[config.mk]
export PLATFORM = sky130hd
export DESIGN_NAME = mmu_ctl_regs
export DESIGN_NICKNAME = d
export VERILOG_FILES = /design/src/rtl/mmu_ctl_pkg.sv /design/src/rtl/mmu_ctl_irq.sv /design/src/rtl/mmu_ctl_state.sv /design/src/rtl/mmu_ctl_regs.sv
export SDC_FILE = /design/constraint.sdc
export NUM_CORES = 1
export LEC_CHECK = 0
export BUFFER_PORTS_ARGS = -buffer_cell sky130_fd_sc_hd__buf_2
export CORE_MARGIN = 1
export CORE_UTILIZATION = 25
export CTS_BUF_LIST = sky130_fd_sc_hd__clkbuf_16
export CTS_CLUSTER_DIAMETER = 120
export DETAILED_ROUTE_END_ITERATION = 10
export SYNTH_ARGS = -nofsm -noshare
export SYNTH_HDL_FRONTEND = slang
export SYNTH_SLANG_ARGS = --single-unit
export TNS_END_PERCENT = 20
[constraint.sdc]
create_clock -name clk -period 2.5 [get_ports clk]
set_clock_uncertainty 0.2 [all_clocks]
set_input_delay 0.5 -clock clk [delete_from_list [all_inputs] [get_ports clk]]
set_output_delay 0.5 -clock clk [all_outputs]
set_load 0.02 [all_outputs]
[src/rtl/mmu_ctl_pkg.sv]
package mmu_ctl_pkg;

    localparam int unsigned DW = 32;

    // Byte offsets of the word registers
    localparam int unsigned OFS_DIR    = 'h00;
    localparam int unsigned OFS_STAT   = 'h04;
    localparam int unsigned OFS_CMD    = 'h08;
    localparam int unsigned OFS_FADDR  = 'h0C;
    localparam int unsigned OFS_ZLINE  = 'h10;
    localparam int unsigned OFS_RAW    = 'h14;
    localparam int unsigned OFS_CLR    = 'h18;
    localparam int unsigned OFS_MASK   = 'h1C;
    localparam int unsigned OFS_MSTAT  = 'h20;
    localparam int unsigned OFS_GATE   = 'h24;

    // Interrupt sources
    localparam int unsigned NUM_IRQ    = 2;
    localparam int unsigned IRQ_FAULT  = 0;
    localparam int unsigned IRQ_BUSERR = 1;

    // Status bit positions
    localparam int unsigned ST_PAGING  = 0;
    localparam int unsigned ST_FAULT   = 1;
    localparam int unsigned ST_STALL   = 2;
    localparam int unsigned ST_IDLE    = 3;
    localparam int unsigned ST_REPLAY  = 4;
    localparam int unsigned ST_FWRITE  = 5;
    localparam int unsigned ST_NSTALL  = 31;

    localparam int unsigned CMD_W = 3;

    typedef enum logic [CMD_W-1:0] {
        CMD_PAGE_ON    = 3'd0,
        CMD_PAGE_OFF   = 3'd1,
        CMD_STALL_ON   = 3'd2,
        CMD_STALL_OFF  = 3'd3,
        CMD_ZAP_ALL    = 3'd4,
        CMD_FAULT_DONE = 3'd5,
        CMD_HARD_RST   = 3'd6
    } mmu_cmd_e;

    typedef struct packed {
        logic dir;
        logic zline;
        logic clr;
        logic mask;
        logic gate;
    } wr_hit_t;

endpackage

[src/rtl/mmu_ctl_irq.sv]
module mmu_ctl_irq #(
    parameter int unsigned NUM = 2
) (
    input  logic           clk,
    input  logic           rst_n,
    input  logic           hard_rst,
    input  logic           clr_we,
    input  logic           mask_we,
    input  logic [NUM-1:0] wbits,
    input  logic [NUM-1:0] events,
    output logic [NUM-1:0] raw,
    output logic [NUM-1:0] mask,
    output logic [NUM-1:0] masked,
    output logic           irq
);

    typedef struct packed {
        logic [NUM-1:0] raw;
        logic [NUM-1:0] mask;
    } irq_st_t;

    irq_st_t st_d, st_q;

    always_comb begin
        st_d = st_q;
        if (clr_we) begin
            st_d.raw = st_q.raw & ~wbits;
        end
        // a new event outranks a clear landing in the same cycle
        st_d.raw = st_d.raw | events;
        if (mask_we) begin
            st_d.mask = wbits;
        end
        if (hard_rst) begin
            st_d = '0;
        end
    end

    always_ff @(posedge clk or negedge rst_n) begin
        if (!rst_n) begin
            st_q <= '0;
        end else begin
            st_q <= st_d;
        end
    end

    assign raw    = st_q.raw;
    assign mask   = st_q.mask;
    assign masked = st_q.raw & st_q.mask;
    assign irq    = |masked;

endmodule

[src/rtl/mmu_ctl_state.sv]
module mmu_ctl_state
    import mmu_ctl_pkg::*;
#(
    parameter int unsigned BASE_LSB = 12,
    parameter int unsigned GATE_W   = 4
) (
    input  logic              clk,
    input  logic              rst_n,
    input  logic              cmd_vld,
    input  mmu_cmd_e          cmd,
    input  wr_hit_t           hits,
    input  logic [DW-1:0]     wdata,
    input  logic              eng_fault,
    input  logic              eng_fault_write,
    input  logic [DW-1:0]     eng_fault_addr,
    output logic              paging,
    output logic              stall,
    output logic              fault,
    output logic              fault_wr,
    output logic [DW-1:0]     fault_addr,
    output logic [DW-1:0]     dir_base,
    output logic [GATE_W-1:0] gate,
    output logic              zap_all,
    output logic              zap_line,
    output logic [DW-1:0]     zap_addr
);

    localparam int unsigned DIR_W = DW - BASE_LSB;

    typedef struct packed {
        logic              paging;
        logic              stall;
        logic              fault;
        logic              fault_wr;
        logic [DW-1:0]     fault_addr;
        logic [DIR_W-1:0]  dir_hi;
        logic [GATE_W-1:0] gate;
        logic              zap_all;
        logic              zap_line;
        logic [DW-1:0]     zap_addr;
    } st_t;

    st_t st_d, st_q;
    logic stall_ok;

    assign stall_ok = st_q.paging && !st_q.fault;

    always_comb begin
        st_d          = st_q;
        st_d.zap_all  = 1'b0;
        st_d.zap_line = 1'b0;

        if (eng_fault && !st_q.fault) begin
            st_d.fault      = 1'b1;
            st_d.fault_wr   = eng_fault_write;
            st_d.fault_addr = eng_fault_addr;
        end

        if (cmd_vld) begin
            case (cmd)
                CMD_PAGE_ON:    st_d.paging = 1'b1;
                CMD_PAGE_OFF:   st_d.paging = 1'b0;
                CMD_STALL_ON:   if (stall_ok) st_d.stall = 1'b1;
                CMD_STALL_OFF:  if (stall_ok) st_d.stall = 1'b0;
                CMD_ZAP_ALL:    st_d.zap_all = 1'b1;
                CMD_FAULT_DONE: st_d.fault = 1'b0;
                default:        ;
            endcase
        end

        if (hits.dir) begin
            st_d.dir_hi = wdata[DW-1:BASE_LSB];
        end
        if (hits.zline) begin
            st_d.zap_line = 1'b1;
            st_d.zap_addr = wdata;
        end
        if (hits.gate) begin
            st_d.gate = wdata[GATE_W-1:0];
        end

        if (cmd_vld && cmd == CMD_HARD_RST) begin
            st_d = '0;
        end
    end

    always_ff @(posedge clk or negedge rst_n) begin
        if (!rst_n) begin
            st_q <= '0;
        end else begin
            st_q <= st_d;
        end
    end

    assign paging     = st_q.paging;
    assign stall      = st_q.stall;
    assign fault      = st_q.fault;
    assign fault_wr   = st_q.fault_wr;
    assign fault_addr = st_q.fault_addr;
    assign dir_base   = {st_q.dir_hi, {BASE_LSB{1'b0}}};
    assign gate       = st_q.gate;
    assign zap_all    = st_q.zap_all;
    assign zap_line   = st_q.zap_line;
    assign zap_addr   = st_q.zap_addr;

endmodule

[src/rtl/mmu_ctl_regs.sv]
module mmu_ctl_regs
    import mmu_ctl_pkg::*;
#(
    parameter int unsigned ADDR_W   = 8,
    parameter int unsigned BASE_LSB = 12,
    parameter int unsigned GATE_W   = 4
) (
    input  logic              clk,
    input  logic              rst_n,
    input  logic              reg_we,
    input  logic [ADDR_W-1:0] reg_addr,
    input  logic [31:0]       reg_wdata,
    output logic [31:0]       reg_rdata,
    input  logic              eng_idle,
    input  logic              eng_replay_empty,
    input  logic              eng_fault,
    input  logic              eng_fault_write,
    input  logic [31:0]       eng_fault_addr,
    input  logic              eng_bus_err,
    output logic              paging_en,
    output logic              stall_req,
    output logic [31:0]       dir_base,
    output logic              zap_all,
    output logic              zap_line,
    output logic [31:0]       zap_line_addr,
    output logic [GATE_W-1:0] gate_cfg,
    output logic              irq
);

    wr_hit_t              hits;
    logic                 cmd_hit;
    logic                 cmd_vld;
    mmu_cmd_e             cmd;
    logic                 hard_rst;
    logic                 fault_act;
    logic                 fault_wr;
    logic [DW-1:0]        fault_addr;
    logic                 stall_act;
    logic [NUM_IRQ-1:0]   irq_raw;
    logic [NUM_IRQ-1:0]   irq_mask;
    logic [NUM_IRQ-1:0]   irq_masked;
    logic [NUM_IRQ-1:0]   irq_events;
    logic [DW-1:0]        status;

    always_comb begin
        cmd_hit    = reg_we && (reg_addr == ADDR_W'(OFS_CMD));
        hits.dir   = reg_we && (reg_addr == ADDR_W'(OFS_DIR));
        hits.zline = reg_we && (reg_addr == ADDR_W'(OFS_ZLINE));
        hits.clr   = reg_we && (reg_addr == ADDR_W'(OFS_CLR));
        hits.mask  = reg_we && (reg_addr == ADDR_W'(OFS_MASK));
        hits.gate  = reg_we && (reg_addr == ADDR_W'(OFS_GATE));
    end

    // codes beyond the defined set must not alias onto low codes
    assign cmd_vld  = cmd_hit && (reg_wdata[DW-1:CMD_W] == '0);
    assign cmd      = mmu_cmd_e'(reg_wdata[CMD_W-1:0]);
    assign hard_rst = cmd_vld && (cmd == CMD_HARD_RST);

    mmu_ctl_state #(
        .BASE_LSB (BASE_LSB),
        .GATE_W   (GATE_W)
    ) u_state (
        .clk             (clk),
        .rst_n           (rst_n),
        .cmd_vld         (cmd_vld),
        .cmd             (cmd),
        .hits            (hits),
        .wdata           (reg_wdata),
        .eng_fault       (eng_fault),
        .eng_fault_write (eng_fault_write),
        .eng_fault_addr  (eng_fault_addr),
        .paging          (paging_en),
        .stall           (stall_req),
        .fault           (fault_act),
        .fault_wr        (fault_wr),
        .fault_addr      (fault_addr),
        .dir_base        (dir_base),
        .gate            (gate_cfg),
        .zap_all         (zap_all),
        .zap_line        (zap_line),
        .zap_addr        (zap_line_addr)
    );

    always_comb begin
        irq_events             = '0;
        irq_events[IRQ_FAULT]  = eng_fault;
        irq_events[IRQ_BUSERR] = eng_bus_err;
    end

    mmu_ctl_irq #(
        .NUM (NUM_IRQ)
    ) u_irq (
        .clk      (clk),
        .rst_n    (rst_n),
        .hard_rst (hard_rst),
        .clr_we   (hits.clr),
        .mask_we  (hits.mask),
        .wbits    (reg_wdata[NUM_IRQ-1:0]),
        .events   (irq_events),
        .raw      (irq_raw),
        .mask     (irq_mask),
        .masked   (irq_masked),
        .irq      (irq)
    );

    assign stall_act = stall_req && eng_idle;

    always_comb begin
        status             = '0;
        status[ST_PAGING]  = paging_en;
        status[ST_FAULT]   = fault_act;
        status[ST_STALL]   = stall_act;
        status[ST_IDLE]    = eng_idle;
        status[ST_REPLAY]  = eng_replay_empty;
        status[ST_FWRITE]  = fault_wr;
        status[ST_NSTALL]  = !stall_act;
    end

    always_comb begin
        reg_rdata = '0;
        case (reg_addr)
            ADDR_W'(OFS_DIR):   reg_rdata = dir_base;
            ADDR_W'(OFS_STAT):  reg_rdata = status;
            ADDR_W'(OFS_FADDR): reg_rdata = fault_addr;
            ADDR_W'(OFS_RAW):   reg_rdata = DW'(irq_raw);
            ADDR_W'(OFS_MASK):  reg_rdata = DW'(irq_mask);
            ADDR_W'(OFS_MSTAT): reg_rdata = DW'(irq_masked);
            ADDR_W'(OFS_GATE):  reg_rdata = DW'(gate_cfg);
            default:            reg_rdata = '0;
        endcase
    end

endmodule

==> flow_summary.json, run 1 <==
{
  "worstSetupStartpointType": "input port",
  "rows": 49,
  "max_stage_delay_ns": 0.27,
  "whs_ns": 0.172,
  "cp_max_fo": 4,
  "antennaDiodeCount": 0,
  "syn_avg_cell_area_um2": 9.73,
  "clock_sinks": 98,
  "mostFrequentLayoutCell": "buf_2",
  "violations": "DRC",
  "p_per_area_mw_per_mm2": 544,
  "syn_area_mm2": 0.00470,
  "cpLargestDelayFamily": "compound AO/OA/AOI/OAI gates",
  "drive_above_1_share_pct": 35.5,
  "cp.arrival_ns": 1.78,
  "wirelength_um": 15100,
  "async_flop_share_pct": 100,
  "worstReg2RegEnd": "u_state.stall",
  "slew_violations": 0,
  "grt_pass1_wl_um": 23600,
  "cp_num_buf_inv": 3,
  "synth_top_area_share_pct": 52.2,
  "insertion_delay_ns": 0.35,
  "numPortBuffers": 172,
  "min_period_ns": 2.48,
  "yosysWarningCount": 0,
  "start_util_pct": 25.8,
  "drtAntennaViolNets": 0,
  "maxSlewHeadroom_pct": 66.3,
  "hold_violations": 0,
  "rrSetupSlack_ns": 0.86,
  "post-route-period-util_pct": 99.3,
  "core_mm2": 0.0182,
  "critPathCaptureType": "primary output",
  "final-setup-viol-count": 0,
  "crit_path_start": "reg_addr[2]",
  "grt_max_degree": 45,
  "drv_cap": 0,
  "synthCells": 483,
  "swShare_pct": 28.1,
  "track_usage_pct": 15.8,
  "endpoint": "reg_rdata[1]",
  "min_path_type": "in2reg",
  "grt_pass1_vias": 4216,
  "combinationalPowerShare_pct": 11.4,
  "yosys.area.top_type": "dfrtp_1",
  "detail_route.wl_per_cell_um": 16.7,
  "layout_common_cells": "buf_2 (145), nand2_1 (114), dfrtp_1 (98), o21ai_0 (52), nor2_1 (40)",
  "io_pins": 185,
  "fmax_mhz": 403,
  "irDropWorstVdd_mv": 0.345,
  "cts_made_buffers": 9,
  "place.gp.congestion": 0.879,
  "crit_required_ns": 1.80,
  "ctsRootBufferMaster": "clkbuf_16",
  "power_mw": 3.53,
  "p_int_mw": 2.54,
  "drc_errors": 14,
  "critPathKind": "in2out",
  "crit_chain": "buf_2, nor4b_2, buf_4, a32o_1, a222oi_1, a21bo_2, buf_6",
  "first_pass_iters": 9,
  "seq_area_frac_synth_pct": 52.2,
  "synth-edff-count": 0,
  "htree_num_levels": 3,
  "power_leakage_nw": 3.43,
  "reg2reg_depth": 4,
  "hpwl_um": 11100,
  "p_clk_share_pct": 38.6,
  "synth-seq-cells": 98,
  "slowest_stage": "a21bo_2",
  "clk_pin_slew_ns": 0.07,
  "grt_setup_unrepaired": "true",
  "power_frac_seq_pct": 50.0,
  "cts_tree": "built",
  "worst_pin_slew_ns": 0.506,
  "synthDistinctLibCells": 43,
  "die_area_mm2": 0.0194,
  "overflow": 0,
  "status": "finished, violations left",
  "switchingPower_mw": 0.992,
  "routed_via_density": 4.71,
  "r2r-start": "u_state.paging",
  "synthFlopType": "dfrtp_1",
  "nets": 751,
  "path_depth": 7,
  "die_w_um": 139,
  "die_h_um": 139,
  "drtIter0Drc": 240,
  "vias": 4265,
  "yosys-top-cells-area": "dfrtp_1 (52%), nand2_1 (9.1%), mux2i_1 (7.7%)",
  "area_delta_synth_final_pct": 38.2,
  "antenna_found_initial": 2,
  "clock_path_buffers": 2
}
worst min-delay path: cells and delay by family:
kind            cells  cell delay [ns]
buf+inv             1             0.09
compound gates      1             0.06
simple gates        1             0.04
synth_stat cells (all sizes together), types with 2 or more instances:
master	count
a221o	2
nand4	5
o21ai	52
or3	2
dfrtp	98
a22o	23
buf	26
nand2	114
a21oi	4
inv	3
nand3	8
nor2	40
o22a	2
mux2i	36
nor4b	4
nor4	11
nor3b	2
and3	4
o22ai	5
clkbuf	19
and2	9
sequential cells by signal, summed over array words and instances (netlist names), 2 cells and up:
register / cells
u_state.fault_addr: 32
u_state.zap_addr: 32
u_state.dir_base: 20
u_state.gate: 4
u_irq.mask: 2
u_irq.raw: 2
routing by layer:
metal	vias up	part of all wire [%]	global-route usage, %
met5	-	0.086	0
met4	2	2.3	6.67
met3	24	5.7	3.59
met2	149	45	24.4
met1	2070	47	21.4
li1	2020	-	-
power by group through the flow:
| stage | registers (mW) | logic, mW | clock network [mW] |
|---|---|---|---|
| 2_1_floorplan | 1.83 | 0.149 | 0 |
| 3_3_place_gp | 1.80 | 0.393 | 0 |
| 3_5_place_dp | 1.80 | 0.402 | 0 |
| 4_1_cts | 1.77 | 0.406 | 1.41 |
| 5_1_grt | 1.78 | 0.450 | 1.47 |
| 6_report | 1.77 | 0.403 | 1.36 |
logic make-up after synthesis:
family	synth area share, %
xor gates and xnor gates	0.186
and+or+nand+nor	20.4
DFF	52.2
other	0.0798
muxes	7.67
buffers and inverters	6.25
AOI/OAI and AO/OA	13.2
metrics by stage:
step / cell area, um^2 / util (%) / setup TNS (ns) / setup WS (ns) / instances
floorplan: 4750 / - / 0 / 0.0350 / 494
global placement: 6030 / 33.1 / -0.110 / -0.0171 / 887
detailed placement: 6030 / 33.1 / -3.59 / -0.0765 / 887
CTS: 6370 / 35.0 / -0.0223 / -0.0204 / 905
global route: 6500 / 35.7 / -0.269 / -0.0355 / 905
finish: 6500 / 35.7 / 0 / 0.0187 / 905
how the worst min path moves through the flow:
stage	startpoint	endpoint	slack [ns]	depth (start not counted)
floorplan	rst_n	u_irq.mask[0]	0.004	0
global placement	u_state.fault_addr[11]	u_state.fault_addr[11]	0.30	2
detailed placement	rst_n	u_state.fault_addr[25]	0.31	1
CTS	reg_wdata[11]	u_state.zap_addr[11]	0.16	3
global route	reg_wdata[5]	u_state.zap_addr[5]	0.18	3
finish	reg_wdata[7]	u_state.zap_addr[7]	0.17	3
final cells by class:
| cell class | instances | area, um^2 |
|---|---|---|
| fillers | 1877 | 11700 |
| flip-flops and latches | 98 | 2450 |
| multi-input cells | 348 | 2030 |
| repair buffers | 211 | 1430 |
| well taps | 229 | 287 |
| clock buffers | 9 | 225 |
| clock inverters | 7 | 61.3 |
| inverters | 3 | 11.3 |
repair_timing:
item,in CTS,in global routing
endpoints found under the setup margin,32,32
resized for setup,12,40
endpoints found under the hold margin,33,0
pin swaps,1,11
hold buffers,1,0
setup buffers,1,0
Power figures use the tool's default switching activity.
==> inputs of run 2 (changes only) <==
--- a/config.mk
+++ b/config.mk
@@ -6,6 +6,7 @@
 export NUM_CORES = 1
 export LEC_CHECK = 0
 export BUFFER_PORTS_ARGS = -buffer_cell sky130_fd_sc_hd__buf_2
+export CAP_MARGIN = 5
 export CORE_MARGIN = 1
 export CORE_UTILIZATION = 25
 export CTS_BUF_LIST = sky130_fd_sc_hd__clkbuf_16
==> constraint.sdc (replaced) <==
create_clock -name clk -period 2.5 [get_ports clk]
set_clock_uncertainty 0.2 [all_clocks]
set_input_delay 0.5 -clock clk [delete_from_list [all_inputs] [get_ports clk]]
set_output_delay 0.5 -clock clk [all_outputs]
set_load 0.005 [all_outputs]
==> run 2 against run 1 <==
The flow still finishes with violations (DRC). Power up 3.7%. Critical endpoint is now reg_rdata[18]. Register-to-register slack worse by 0.02 ns. Combinational power is 16% lower. Critical path type unchanged.
==> flow_summary.json, run 2 (synthesis results as in run 1) <==
{
  "status": "finished, violations left",
  "violations": "DRC",
  "first_pass_iters": 11,
  "cts_tree": "built",
  "start_util_pct": 25.8,
  "fillCellCount": 1872,
  "cp_num_buf_inv": 4,
  "place.gp.congestion": 0.889,
  "power_leakage_nw": 3.43,
  "rrSetupSlack_ns": 0.84,
  "drtIter0Drc": 247,
  "insertion_delay_ns": 0.34,
  "crit_chain": "buf_8, nor4_4, buf_4, and2_4, clkbuf_16, a22o_1, buf_2",
  "grt_pass1_vias": 4074,
  "antenna_found_initial": 0,
  "crit_path_start": "reg_addr[5]",
  "clock_path_buffers": 2,
  "antennaDiodeCount": 0,
  "cts_made_buffers": 9,
  "r2r-start": "u_state.paging",
  "slew_violations": 0,
  "endpoint": "reg_rdata[18]",
  "reg2reg_depth": 4,
  "hold_violations": 0,
  "hpwl_um": 10800,
  "io_pins": 185,
  "area_delta_synth_final_pct": 36.0,
  "max_stage_delay_ns": 0.34,
  "mostFrequentLayoutCell": "buf_2",
  "drc_errors": 12,
  "worstReg2RegEnd": "u_state.stall",
  "layout_common_cells": "buf_2 (168), nand2_1 (114), dfrtp_1 (98), o21ai_0 (51), nor2_1 (40)",
  "clock_sinks": 98,
  "rows": 49,
  "use_met2_pct": 24.6,
  "setup_ws_ns": 0.0166,
  "min_period_ns": 2.48,
  "cp_max_fo": 5,
  "p_per_area_mw_per_mm2": 573,
  "cp.arrival_ns": 1.78,
  "cpLargestDelayFamily": "buffers and inverters",
  "die_w_um": 139,
  "drv_cap": 0,
  "crit_required_ns": 1.80,
  "core_mm2": 0.0182,
  "grt_pass1_wl_um": 23500,
  "htree_num_levels": 3,
  "critPathKind": "in2out",
  "clk_pin_slew_ns": 0.07,
  "grt_setup_unrepaired": "true",
  "post-route-period-util_pct": 99.3,
  "met3_usage_pct": 3.25,
  "final-setup-viol-count": 0,
  "path_depth": 7,
  "worstSetupStartpointType": "input port",
  "critPathCaptureType": "primary output",
  "ctsRootBufferMaster": "clkbuf_16",
  "use_met1_pct": 21.5,
  "overflow": 0,
  "numPortBuffers": 172,
  "vias": 4228,
  "die_h_um": 139,
  "routed_via_density": 4.69,
  "slowest_stage": "nor4_4",
  "grt_max_degree": 35,
  "place_ws_ns": -0.0298,
  "drive_above_1_share_pct": 35.0,
  "drtAntennaViolNets": 0,
  "nets": 747,
  "wirelength_um": 15300,
  "min_path_type": "in2reg",
  "track_usage_pct": 15.8,
  "whs_ns": 0.176,
  "fmax_mhz": 403,
  "irDropWorstVdd_mv": 0.323,
  "detail_route.wl_per_cell_um": 16.9,
  "die_area_mm2": 0.0194,
  "grt_busiest_layer": "met2"
}
## run 2: repair_timing
| item | 4_1_cts | 5_1_grt |
|---|---|---|
| hold buffers | 1 | 0 |
| resized for setup | 0 | 17 |
| setup buffers | 1 | 0 |
| gates cloned | 0 | 3 |
| hold endpoints to repair | 29 | 0 |
| setup endpoints to repair | 14 | 30 |
| pin swaps | 1 | 20 |
## run 2: power breakdown
part           total, mW  internal, mW  switching (mW)
Clock               1.56         0.896           0.663
Combinational      0.340         0.154           0.185
Sequential          1.76          1.69          0.0728
Total               3.66          2.74           0.921
## run 2: final cells by class
type / count / area (um^2) / area share (%)
Tap cell: 229 / 287 / 4.48
Multi-Input combinational cell: 348 / 2040 / 31.9
Clock inverter: 7 / 108 / 1.68
Sequential cell: 98 / 2450 / 38.4
Timing Repair Buffer: 207 / 1270 / 19.9
Inverter: 3 / 11.3 / 0.176
Clock buffer: 9 / 225 / 3.52
## run 2: per-layer routing
layer / routed length, um / part of all wire, %
met1: 7100 / 47
met2: 6960 / 46
met3: 922 / 6.0
met4: 280 / 1.8
met5: 0 / 0
## run 2: worst register-to-register path, stage by stage (launching register included)
cell and delay, ns:
dfrtp_1 0.44, or4bb_1 0.53, nor2_1 0.10, o21ai_0 0.08, o22a_1 0.21
## run 2: per-stage QoR
step / std cells / utilization [%] / power [mW] / setup TNS [ns] / area [um^2]
2_1_floorplan: 494 / - / 1.91 / 0 / 4740
3_3_place_gp: 882 / 32.6 / 2.12 / -0.00630 / 5940
3_5_place_dp: 882 / 32.6 / 2.13 / -0.285 / 5940
4_1_cts: 900 / 34.5 / 3.72 / 0 / 6290
5_1_grt: 901 / 35.1 / 3.85 / -0.175 / 6390
6_report: 901 / 35.1 / 3.66 / 0 / 6390
## run 2: how the worst min path moves through the flow
stage	startpoint	end	slack [ns]	depth (start not counted)
detailed placement	rst_n	u_state.zap_addr[23]	0.29	1
floorplan	rst_n	u_irq.mask[0]	0.004	0
CTS	reg_wdata[6]	u_state.zap_addr[6]	0.15	3
global route	reg_wdata[10]	u_state.zap_addr[10]	0.17	3
finish	reg_wdata[5]	u_state.zap_addr[5]	0.18	3
global placement	rst_n	u_state.zap_addr[18]	0.29	1
